### config.mk
export PLATFORM = sky130hd
export DESIGN_NAME = blkmove_dma
export DESIGN_NICKNAME = d
export VERILOG_FILES = /design/src/rtl/blkmove_pkg.sv /design/src/rtl/blkmove_regs.sv /design/src/rtl/blkmove_seq.sv /design/src/rtl/blkmove_fsm.sv /design/src/rtl/blkmove_dma.sv
export SDC_FILE = /design/constraint.sdc
export NUM_CORES = 1
export LEC_CHECK = 0
export ABC_CLOCK_PERIOD_IN_PS = 2410
export BUFFER_PORTS_ARGS = -buffer_cell sky130_fd_sc_hd__clkbuf_2
export CAP_MARGIN = 20
export CORE_ASPECT_RATIO = 1.1
export CORE_MARGIN = 1.5
export CORE_UTILIZATION = 59
export CTS_BUF_LIST = sky130_fd_sc_hd__clkbuf_8
export DETAILED_ROUTE_END_ITERATION = 7
export PLACE_DENSITY = 0.81
export REMOVE_ABC_BUFFERS = 1
export SKIP_CTS_REPAIR_TIMING = 1
export SLEW_MARGIN = 15
export SYNTH_ARGS = -nofsm -noshare
export SYNTH_HDL_FRONTEND = slang
export SYNTH_HIERARCHICAL = 1
export SYNTH_SLANG_ARGS = --single-unit
### constraint.sdc
create_clock -name clk -period 2.41 [get_ports clk]
set_input_delay 0.1205 -clock clk [delete_from_list [all_inputs] [get_ports clk]]
set_output_delay 0.1205 -clock clk [all_outputs]
set_load 0.1 [all_outputs]
### src/rtl/blkmove_pkg.sv
package blkmove_pkg;

    typedef enum logic [1:0] {
        MODE_STEAL  = 2'b00,
        MODE_BLOCK  = 2'b01,
        MODE_SNEAK  = 2'b10,
        MODE_BLOCK2 = 2'b11
    } xfer_mode_e;

    typedef enum logic [2:0] {
        ST_IDLE,
        ST_ASK,
        ST_READ,
        ST_WRITE,
        ST_GAP
    } fsm_state_e;

    localparam logic [1:0] SEL_SRC  = 2'd0;
    localparam logic [1:0] SEL_DST  = 2'd1;
    localparam logic [1:0] SEL_LEN  = 2'd2;
    localparam logic [1:0] SEL_CTRL = 2'd3;

endpackage

### src/rtl/blkmove_regs.sv
module blkmove_regs
    import blkmove_pkg::*;
#(
    parameter int AW = 16,
    parameter int LW = 8
) (
    input  logic          clk,
    input  logic          rst_n,
    input  logic          cfg_we,
    input  logic [1:0]    cfg_sel,
    input  logic [AW-1:0] cfg_wdata,
    output logic [AW-1:0] src_cfg,
    output logic [AW-1:0] dst_cfg,
    output logic [LW-1:0] len_cfg,
    output xfer_mode_e    mode_cfg,
    output logic          start
);

    typedef struct packed {
        logic [AW-1:0] src;
        logic [AW-1:0] dst;
        logic [LW-1:0] len;
        xfer_mode_e    mode;
    } regs_t;

    regs_t cur_q, nxt_d;

    always_comb begin
        nxt_d = cur_q;
        if (cfg_we) begin
            unique case (cfg_sel)
                SEL_SRC:  nxt_d.src  = cfg_wdata;
                SEL_DST:  nxt_d.dst  = cfg_wdata;
                SEL_LEN:  nxt_d.len  = cfg_wdata[LW-1:0];
                default:  nxt_d.mode = xfer_mode_e'(cfg_wdata[2:1]);
            endcase
        end
    end

    always_ff @(posedge clk or negedge rst_n) begin
        if (!rst_n) cur_q <= '0;
        else        cur_q <= nxt_d;
    end

    // The start request takes the mode being written in the same control word.
    assign start    = cfg_we && (cfg_sel == SEL_CTRL) && cfg_wdata[0];
    assign src_cfg  = cur_q.src;
    assign dst_cfg  = cur_q.dst;
    assign len_cfg  = cur_q.len;
    assign mode_cfg = (cfg_we && cfg_sel == SEL_CTRL) ? xfer_mode_e'(cfg_wdata[2:1]) : cur_q.mode;

endmodule

### src/rtl/blkmove_seq.sv
module blkmove_seq #(
    parameter int AW = 16,
    parameter int LW = 8,
    parameter int DW = 16
) (
    input  logic          clk,
    input  logic          rst_n,
    input  logic          load,
    input  logic          step,
    input  logic          rd_strobe,
    input  logic [AW-1:0] src_cfg,
    input  logic [AW-1:0] dst_cfg,
    input  logic [LW-1:0] len_cfg,
    input  logic [DW-1:0] mem_rdata,
    output logic [AW-1:0] src_addr,
    output logic [AW-1:0] dst_addr,
    output logic          last,
    output logic [DW-1:0] wdata
);

    typedef struct packed {
        logic [AW-1:0] src;
        logic [AW-1:0] dst;
        logic [LW-1:0] left;
        logic [DW-1:0] hold;
        logic          fresh;
    } seq_t;

    seq_t cur_q, nxt_d;

    always_comb begin
        nxt_d       = cur_q;
        nxt_d.fresh = rd_strobe;
        if (cur_q.fresh) nxt_d.hold = mem_rdata;
        if (load) begin
            nxt_d.src  = src_cfg;
            nxt_d.dst  = dst_cfg;
            nxt_d.left = len_cfg;
        end else if (step) begin
            nxt_d.src  = cur_q.src + 1'b1;
            nxt_d.dst  = cur_q.dst + 1'b1;
            nxt_d.left = cur_q.left - 1'b1;
        end
    end

    always_ff @(posedge clk or negedge rst_n) begin
        if (!rst_n) cur_q <= '0;
        else        cur_q <= nxt_d;
    end

    assign src_addr = cur_q.src;
    assign dst_addr = cur_q.dst;
    assign last     = (cur_q.left == LW'(1));
    // Memory answers one cycle after the read; later writes use the held copy.
    assign wdata    = cur_q.fresh ? mem_rdata : cur_q.hold;

    assert_addr_step_R2: assert property (@(posedge clk) disable iff (!rst_n)
        step |=> (src_addr == AW'($past(src_addr) + 1'b1)) &&
                 (dst_addr == AW'($past(dst_addr) + 1'b1)));

    assert_count_step_R2: assert property (@(posedge clk) disable iff (!rst_n)
        step |=> cur_q.left == LW'($past(cur_q.left) - 1'b1));

endmodule

### src/rtl/blkmove_fsm.sv
module blkmove_fsm
    import blkmove_pkg::*;
(
    input  logic       clk,
    input  logic       rst_n,
    input  logic       start,
    input  logic       len_zero,
    input  xfer_mode_e mode_cfg,
    input  logic       bus_grant,
    input  logic       cpu_idle,
    input  logic       last,
    output logic       bus_req,
    output logic       rd_strobe,
    output logic       wr_strobe,
    output logic       wr_phase,
    output logic       load,
    output logic       done,
    output logic       irq
);

    typedef struct packed {
        fsm_state_e state;
        xfer_mode_e mode;
        logic       done;
        logic       irq;
    } fsm_t;

    fsm_t cur_q, nxt_d;
    logic allowed;

    always_comb begin
        nxt_d     = cur_q;
        nxt_d.irq = 1'b0;
        load      = 1'b0;
        allowed   = bus_grant && ((cur_q.mode != MODE_SNEAK) || cpu_idle);
        rd_strobe = (cur_q.state == ST_READ)  && allowed;
        wr_strobe = (cur_q.state == ST_WRITE) && allowed;
        unique case (cur_q.state)
            ST_IDLE: begin
                if (start) begin
                    nxt_d.mode = mode_cfg;
                    if (len_zero) begin
                        nxt_d.done = 1'b1;
                        nxt_d.irq  = 1'b1;
                    end else begin
                        nxt_d.done  = 1'b0;
                        load        = 1'b1;
                        nxt_d.state = ST_ASK;
                    end
                end
            end
            ST_ASK: begin
                if (bus_grant) nxt_d.state = ST_READ;
            end
            ST_READ: begin
                if (rd_strobe) nxt_d.state = ST_WRITE;
            end
            ST_WRITE: begin
                if (wr_strobe) begin
                    if (last) begin
                        nxt_d.state = ST_IDLE;
                        nxt_d.done  = 1'b1;
                        nxt_d.irq   = 1'b1;
                    end else if (cur_q.mode == MODE_STEAL) begin
                        nxt_d.state = ST_GAP;
                    end else begin
                        nxt_d.state = ST_READ;
                    end
                end
            end
            ST_GAP: begin
                if (!bus_grant) nxt_d.state = ST_ASK;
            end
            default: nxt_d.state = ST_IDLE;
        endcase
    end

    always_ff @(posedge clk or negedge rst_n) begin
        if (!rst_n) cur_q <= '{state: ST_IDLE, mode: MODE_STEAL, done: 1'b0, irq: 1'b0};
        else        cur_q <= nxt_d;
    end

    assign bus_req  = (cur_q.state == ST_ASK) || (cur_q.state == ST_READ) || (cur_q.state == ST_WRITE);
    assign wr_phase = (cur_q.state == ST_WRITE);
    assign done     = cur_q.done;
    assign irq      = cur_q.irq;

    assert_no_access_on_ask_R3: assert property (@(posedge clk) disable iff (!rst_n)
        $rose(bus_req) |-> !(rd_strobe || wr_strobe));

    assert_steal_release_R4: assert property (@(posedge clk) disable iff (!rst_n)
        (cur_q.mode == MODE_STEAL && wr_strobe && !last) |=> !bus_req);

    assert_block_hold_R5: assert property (@(posedge clk) disable iff (!rst_n)
        ((cur_q.mode == MODE_BLOCK || cur_q.mode == MODE_BLOCK2) && wr_strobe && !last)
        |=> bus_req && cur_q.state == ST_READ);

    assert_sneak_wait_R6: assert property (@(posedge clk) disable iff (!rst_n)
        (cur_q.mode == MODE_SNEAK && cur_q.state == ST_READ && !cpu_idle) |=> cur_q.state == ST_READ);

    assert_irq_single_R7: assert property (@(posedge clk) disable iff (!rst_n)
        irq |=> !irq);

    assert_irq_with_done_R7: assert property (@(posedge clk) disable iff (!rst_n)
        irq |-> done);

    assert_zero_len_R8: assert property (@(posedge clk) disable iff (!rst_n)
        (cur_q.state == ST_IDLE && start && len_zero) |=> done && irq && !bus_req);

    assert_start_clears_R9: assert property (@(posedge clk) disable iff (!rst_n)
        (cur_q.state == ST_IDLE && start && !len_zero) |=> !done);

endmodule

### src/rtl/blkmove_dma.sv
module blkmove_dma
    import blkmove_pkg::*;
#(
    parameter int AW = 16,
    parameter int DW = 16,
    parameter int LW = 8
) (
    input  logic          clk,
    input  logic          rst_n,
    input  logic          cfg_we,
    input  logic [1:0]    cfg_sel,
    input  logic [AW-1:0] cfg_wdata,
    output logic          bus_req,
    input  logic          bus_grant,
    input  logic          cpu_idle,
    output logic [AW-1:0] mem_addr,
    output logic          mem_rd,
    output logic          mem_wr,
    output logic [DW-1:0] mem_wdata,
    input  logic [DW-1:0] mem_rdata,
    output logic          done,
    output logic          irq
);

    logic [AW-1:0] src_cfg, dst_cfg, src_addr, dst_addr;
    logic [LW-1:0] len_cfg;
    xfer_mode_e    mode_cfg;
    logic          start, load, last, rd_strobe, wr_strobe, wr_phase;

    blkmove_regs #(.AW(AW), .LW(LW)) regs_i (
        .clk(clk), .rst_n(rst_n), .cfg_we(cfg_we), .cfg_sel(cfg_sel), .cfg_wdata(cfg_wdata),
        .src_cfg(src_cfg), .dst_cfg(dst_cfg), .len_cfg(len_cfg), .mode_cfg(mode_cfg), .start(start)
    );

    blkmove_seq #(.AW(AW), .LW(LW), .DW(DW)) seq_i (
        .clk(clk), .rst_n(rst_n), .load(load), .step(wr_strobe), .rd_strobe(rd_strobe),
        .src_cfg(src_cfg), .dst_cfg(dst_cfg), .len_cfg(len_cfg), .mem_rdata(mem_rdata),
        .src_addr(src_addr), .dst_addr(dst_addr), .last(last), .wdata(mem_wdata)
    );

    blkmove_fsm fsm_i (
        .clk(clk), .rst_n(rst_n), .start(start), .len_zero(len_cfg == '0), .mode_cfg(mode_cfg),
        .bus_grant(bus_grant), .cpu_idle(cpu_idle), .last(last), .bus_req(bus_req),
        .rd_strobe(rd_strobe), .wr_strobe(wr_strobe), .wr_phase(wr_phase), .load(load),
        .done(done), .irq(irq)
    );

    assign mem_addr = wr_phase ? dst_addr : src_addr;
    assign mem_rd   = rd_strobe;
    assign mem_wr   = wr_strobe;

    assert_grant_excl_R3: assert property (@(posedge clk) disable iff (!rst_n)
        (mem_rd || mem_wr) |-> bus_grant && bus_req);

    assert_one_strobe_R2: assert property (@(posedge clk) disable iff (!rst_n)
        !(mem_rd && mem_wr));

endmodule

After elaboration in Yosys (flattened, before gate mapping)
Index checks and enable logic that the tools add are counted.
W data, S select, Z words.
Word-level totals
  flip-flop bits (word level): 106
  bits of input ports: 39
Cells by class
  add/sub/neg operators: 3
  equal/unequal tests: 16
  mux-type cells: 21
  bitwise logic cells: 1
  reduce and logical (&&, ||, !) cells: 22
Operator list (number)
  $mux W40: 2
  $add A16 B1 Y16 const B: 2
  $mux W16: 2
  $mux W3: 7
  $pmux W3 S5: 1
  $ne A2 B2 Y1 const B: 6
  $reduce_and A2 Y1: 5
  $eq A8 B1 Y1 const B: 1
  $logic_not A8 Y1: 1
  $sub A8 B1 Y8 const B: 1
  $mux W7: 1
  $eq A3 B2 Y1 const B: 2
  $mux W2: 3
  $reduce_and A6 Y1: 1
  $logic_and A1 B1 Y1: 5
  $eq A2 B2 Y1 const B: 2
  $logic_not A2 Y1: 2
  $mux W1: 4
  $ne A2 B1 Y1 const B: 2
  $pmux W2 S2: 1
  $reduce_and A4 Y1: 1
  $reduce_bool A2 Y1: 2
  $eq A3 B1 Y1 const B: 1
  $eq A3 B3 Y1 const B: 1
  other kinds (5): 7

Longest topological paths before layout
  word-level depth: 6
  gate-level depth with buffers: 8
  mapped depth without buffers: 7

Modules after synthesis
Netlist, hierarchy kept.
Modules (own cells, without submodules)
  blkmove_seq: times used 1, cells each 325, area each 3191.8 sq um, sequential area each 1426.4 sq um
  blkmove_regs: times used 1, cells each 134, area each 1919.3 sq um, sequential area each 1051.0 sq um
  blkmove_fsm: times used 1, cells each 39, area each 401.6 sq um, sequential area each 175.2 sq um
  blkmove_dma: times used 1, cells each 21, area each 215.2 sq um, sequential area each 0.0 sq um

Worst setup path before layout
No wires, ideal clock.
  kind: reg-to-reg
  start: reg fsm_i/cur_q[6] (netlist name)
  end: reg seq_i.cur_q, in the netlist seq_i/dst_addr[14]
  data arrival time: 2.701 ns
  data required time: 2.284 ns
  slack: -0.417 ns
  stages on the path, launching flop included: 8
  clock period less this slack: 2.827 ns
  path through: dfrtp_1 > clkbuf_1 > and4b_1 > and2_1 > nand3_1 > nor4_1 > nor3b_1 > a221o_1
On the way
  cells in the longest elaborated chain, start to end: 3
  elaborated cells between the ends (all ways): 6
RTL lines
  start: declaration: line blkmove_fsm.sv:28  | fsm_t cur_q, nxt_d;
  start signal: assignment: line blkmove_fsm.sv:79  | if (!rst_n) cur_q <= '{state: ST_IDLE, mode: MODE_STEAL, done: 1'b0, irq: 1'b0};
  start signal: assignment: line blkmove_fsm.sv:80  | else cur_q <= nxt_d;
  $eq A3 B2 Y1: line blkmove_fsm.sv:37  | wr_strobe = (cur_q.state == ST_WRITE) && allowed;
  $logic_and A1 B1 Y1: line blkmove_fsm.sv:37
  named net mem_wr: line blkmove_dma.sv:18  | output logic mem_wr,
  $reduce_bool A2 Y1 (no source line)
  end signal: assignment: line blkmove_seq.sv:48  | else cur_q <= nxt_d;
  end: declaration: line blkmove_seq.sv:29  | seq_t cur_q, nxt_d;
The timed path passes the listed nets, and every way through them passes these cells.
A chain may end at the register's enable or synchronous reset.

Final worst setup path
  start: reg fsm_i/cur_q[5] (netlist name)
  end: reg seq_i/cur_q[22] (netlist name)
On the way
  cells in the longest elaborated chain, start to end: 3
  elaborated cells between the ends (all ways): 6
RTL lines (line)
  $logic_not A3 Y1 / $eq A3 B2 Y1 (equally long branches): blkmove_fsm.sv:38, blkmove_fsm.sv:37
  $mux W1 / $logic_and A1 B1 Y1 (equally long branches): blkmove_fsm.sv:38, blkmove_fsm.sv:37
  $mux W40 / $reduce_bool A2 Y1 (equally long branches)
Parallel ways exist; a longest one is shown, timed or not.

==> key figures <==
Worst setup path
  – Critical path class: register to register
  – Worst r2r path cells: 8
  – FF-to-FF Start: fsm_i/cur_q[5]
  – CP Data Arrival Time: 2.44 ns
  – Worst R2R Setup Slack: 0.26 ns
  – Crit Path Max Fanout: 11
  – Critical path capture point type: register
  – CP Launch Type: register
  – RR Endpoint: seq_i/cur_q[22]
  – Worst Setup SP: fsm_i/cur_q[5]
  – Worst EP required: 2.71 ns

Hold path
  – Min-Delay Endpoint: seq_i/cur_q[1]
  – Hold path cells: 2
  – Hold path startpoint: mem_rdata[0]
  – Hold WC Path Type: input port to register

Finish
  – Design area: 6167 um^2
  – Layout cell share with drive strength beyond 1: 0.3580
  – Layout fillers: 673
  – Number of nets in the layout: 567
  – Area Overhead vs Synth: 7.667%
  – Seq. cell area: 2653 um^2
  – # diodes: 0
  – Multi-input gate area: 2281 um^2
  – Final core utilization: 0.6562

Floorplan
  – # IOs: 76
  – Core ar.: 9398 um^2
  – Site row count: 37
  – Die area: 10310 um^2
  – Initial Util: 0.6095
  – Die width: 96.95 um
  – Die Height: 106.3 um

STA
  – Max Slew Vio Count: 0
  – Fmax: 466.0 MHz
  – Worst hold-check slack: -0.007239 ns
  – Setup Skew: 0.008736 ns
  – Tcrit/Tclk final: 0.8904
  – Worst Tran Pin Value: 0.6165 ns
  – Slew headroom: 0.5890
  – Fin. Hold Viols: 2
  – Final Setup Violations: 0
  – RSZ-0062 raised after global routing: no
  – Min cycle time layout: 2.146 ns

Drt
  – Average vias per placed instance: 5.653
  – Residual DRC: 0
  – Final WL: 11.09 mm
  – Routed WL per cell: 17.19 um
  – Vias: 3646
  – DRT antenna net count: 0
  – DR pass1 iterations: 5
  – Iter 0 DRT Violations: 265

GRT
  – Top Usage Layer GRT: met2
  – Total global routing track utilization: 0.2202
  – GR Util met2: 0.3556
  – First-pass GRT wire length: 17.91 mm
  – GR Overflow Total: 0
  – Met3 GRT Util: 0.03616
  – Met1 global-route usage: 0.2934
  – Pin count of the biggest net entering global routing: 69
  – Vias in the first global route: 3663
  – Initial antenna violation count: 0

Placement
  – Placer Congestion: 0.8716
  – Number of I/O port buffers: 75
  – DP Wirelength: 7.736 mm
  – Area after DPL: 5832 um^2

Yosys
  – Biggest area consumer among synthesized cells: dfrtp_1
  – Area share of the largest cell type after synthesis: 0.4631
  – Register bit total from synthesis: 106
  – Most frequent cells after synthesis: dfrtp_1, buf_4, mux2_2, nand2_1, o21ai_0
  – Number of synthesized flops with an enable pin: 0
  – Main synth FF type: dfrtp_1
  – Top cells by area, synth: dfrtp_1, mux2_2, buf_4
  – Syn Area/Cell: 11.04 um^2
  – Top-count cell post-synth: dfrtp_1
  – Synth Cell Area: 5728 um^2
  – Post-synthesis cell count: 519
  – Number of library cell types mapped by synthesis: 53
  – Post-synthesis async set-or-reset flop share: 1.000
  – Register area share after synthesis: 0.4631
  – Synth warn: 6

Clock tree
  – CTS tree: built
  – Root Driver: clkbuf_8
  – Num CTS Buffers: 9
  – H-tree levels: 3
  – Worst-path clk slew: 0.09 ns
  – Worst-Skew Late Latency: 0.37 ns
  – # clock sinks: 106
  – Clock Tree Buf Depth: 2

Run status
  – Status: finished with violations
  – Failing checks: hold timing

Job
  – Max Cap Viol: 0
-- cells by family (layout without fill, tap and decap cells) --
family	Yosys count	after routing	share of synthesized area
simple gates	131	131	0.1298
buf+inv	116	125	0.1402
flops	106	106	0.4631
mux	81	81	0.1588
compound gates	49	49	0.05046
xor+xnor	32	32	0.04893
fa+ha+maj	4	4	0.008738
-- layer usage --
layer / vias up / share of wire
li1: 1721 / -
met1: 1807 / 0.45
met2: 91 / 0.50
met3: 27 / 0.033
met4: 0 / 0.026
met5: - / 0
-- flip-flops by register name, indices dropped and copies added (netlist names) --
name	flops
fsm_i/cur_q	5
regs_i/dst_cfg	16
seq_i/cur_q	25
fsm_i/irq	1
regs_i/cur_q	2
seq_i/src_addr	16
regs_i/src_cfg	16
regs_i/len_cfg	8
seq_i/dst_addr	16
fsm_i/done	1
-- worst max-delay path by stage --
stage / end / slack [ns] / depth (start not counted)
global route: seq_i/cur_q[22] / 0.02 / 8
detailed placement: seq_i/cur_q[22] / 0.20 / 8
floorplan: seq_i/src_addr[13] / -1.61 / 5
finish: seq_i/cur_q[22] / 0.26 / 8
global placement: seq_i/cur_q[22] / 0.32 / 8
CTS: seq_i/cur_q[22] / 0.16 / 8
-- layout by cell type, fill, tap and decap left out, types with 13 or more instances in the layout --
cell / n
dfrtp_1: 106
mux2_2: 78
clkbuf_2: 57
nand2_1: 47
o21ai_0: 35
xnor2_1: 21
buf_12: 17
dlygate4sd3_1: 15
nor2_1: 14
buf_4: 13
-- critical path, cell delays in order, from the launching register on --
cell and delay [ns]:
dfrtp_1 0.49, and4b_1 0.27, and2_2 0.26, buf_4 0.23
nor4b_1 0.26, buf_4 0.18, nand2_1 0.08, xor2_1 0.16
o21ai_0 0.15
-- stage by stage --
step	worst slack, ns	cells	TNS (ns)
2_1_floorplan	-1.612	411	-55.68
3_3_place_gp	0.3215	615	0
3_5_place_dp	0.1957	615	0
4_1_cts	0.1576	630	0
5_1_grt	0.01991	645	0
6_report	0.2642	645	0
-- cell type report --
cell class | count | share of cell area
multi-input combinational | 297 | 0.3699
clock inverter | 6 | 0.009738
timing repair buffer | 102 | 0.1416
tap | 117 | 0.02374
inverter | 8 | 0.004869
clock buffer | 9 | 0.02009
sequential | 106 | 0.4301
Power is not shown: default switching activity piles up to over one toggle a cycle in this logic, so the estimate is an artifact.
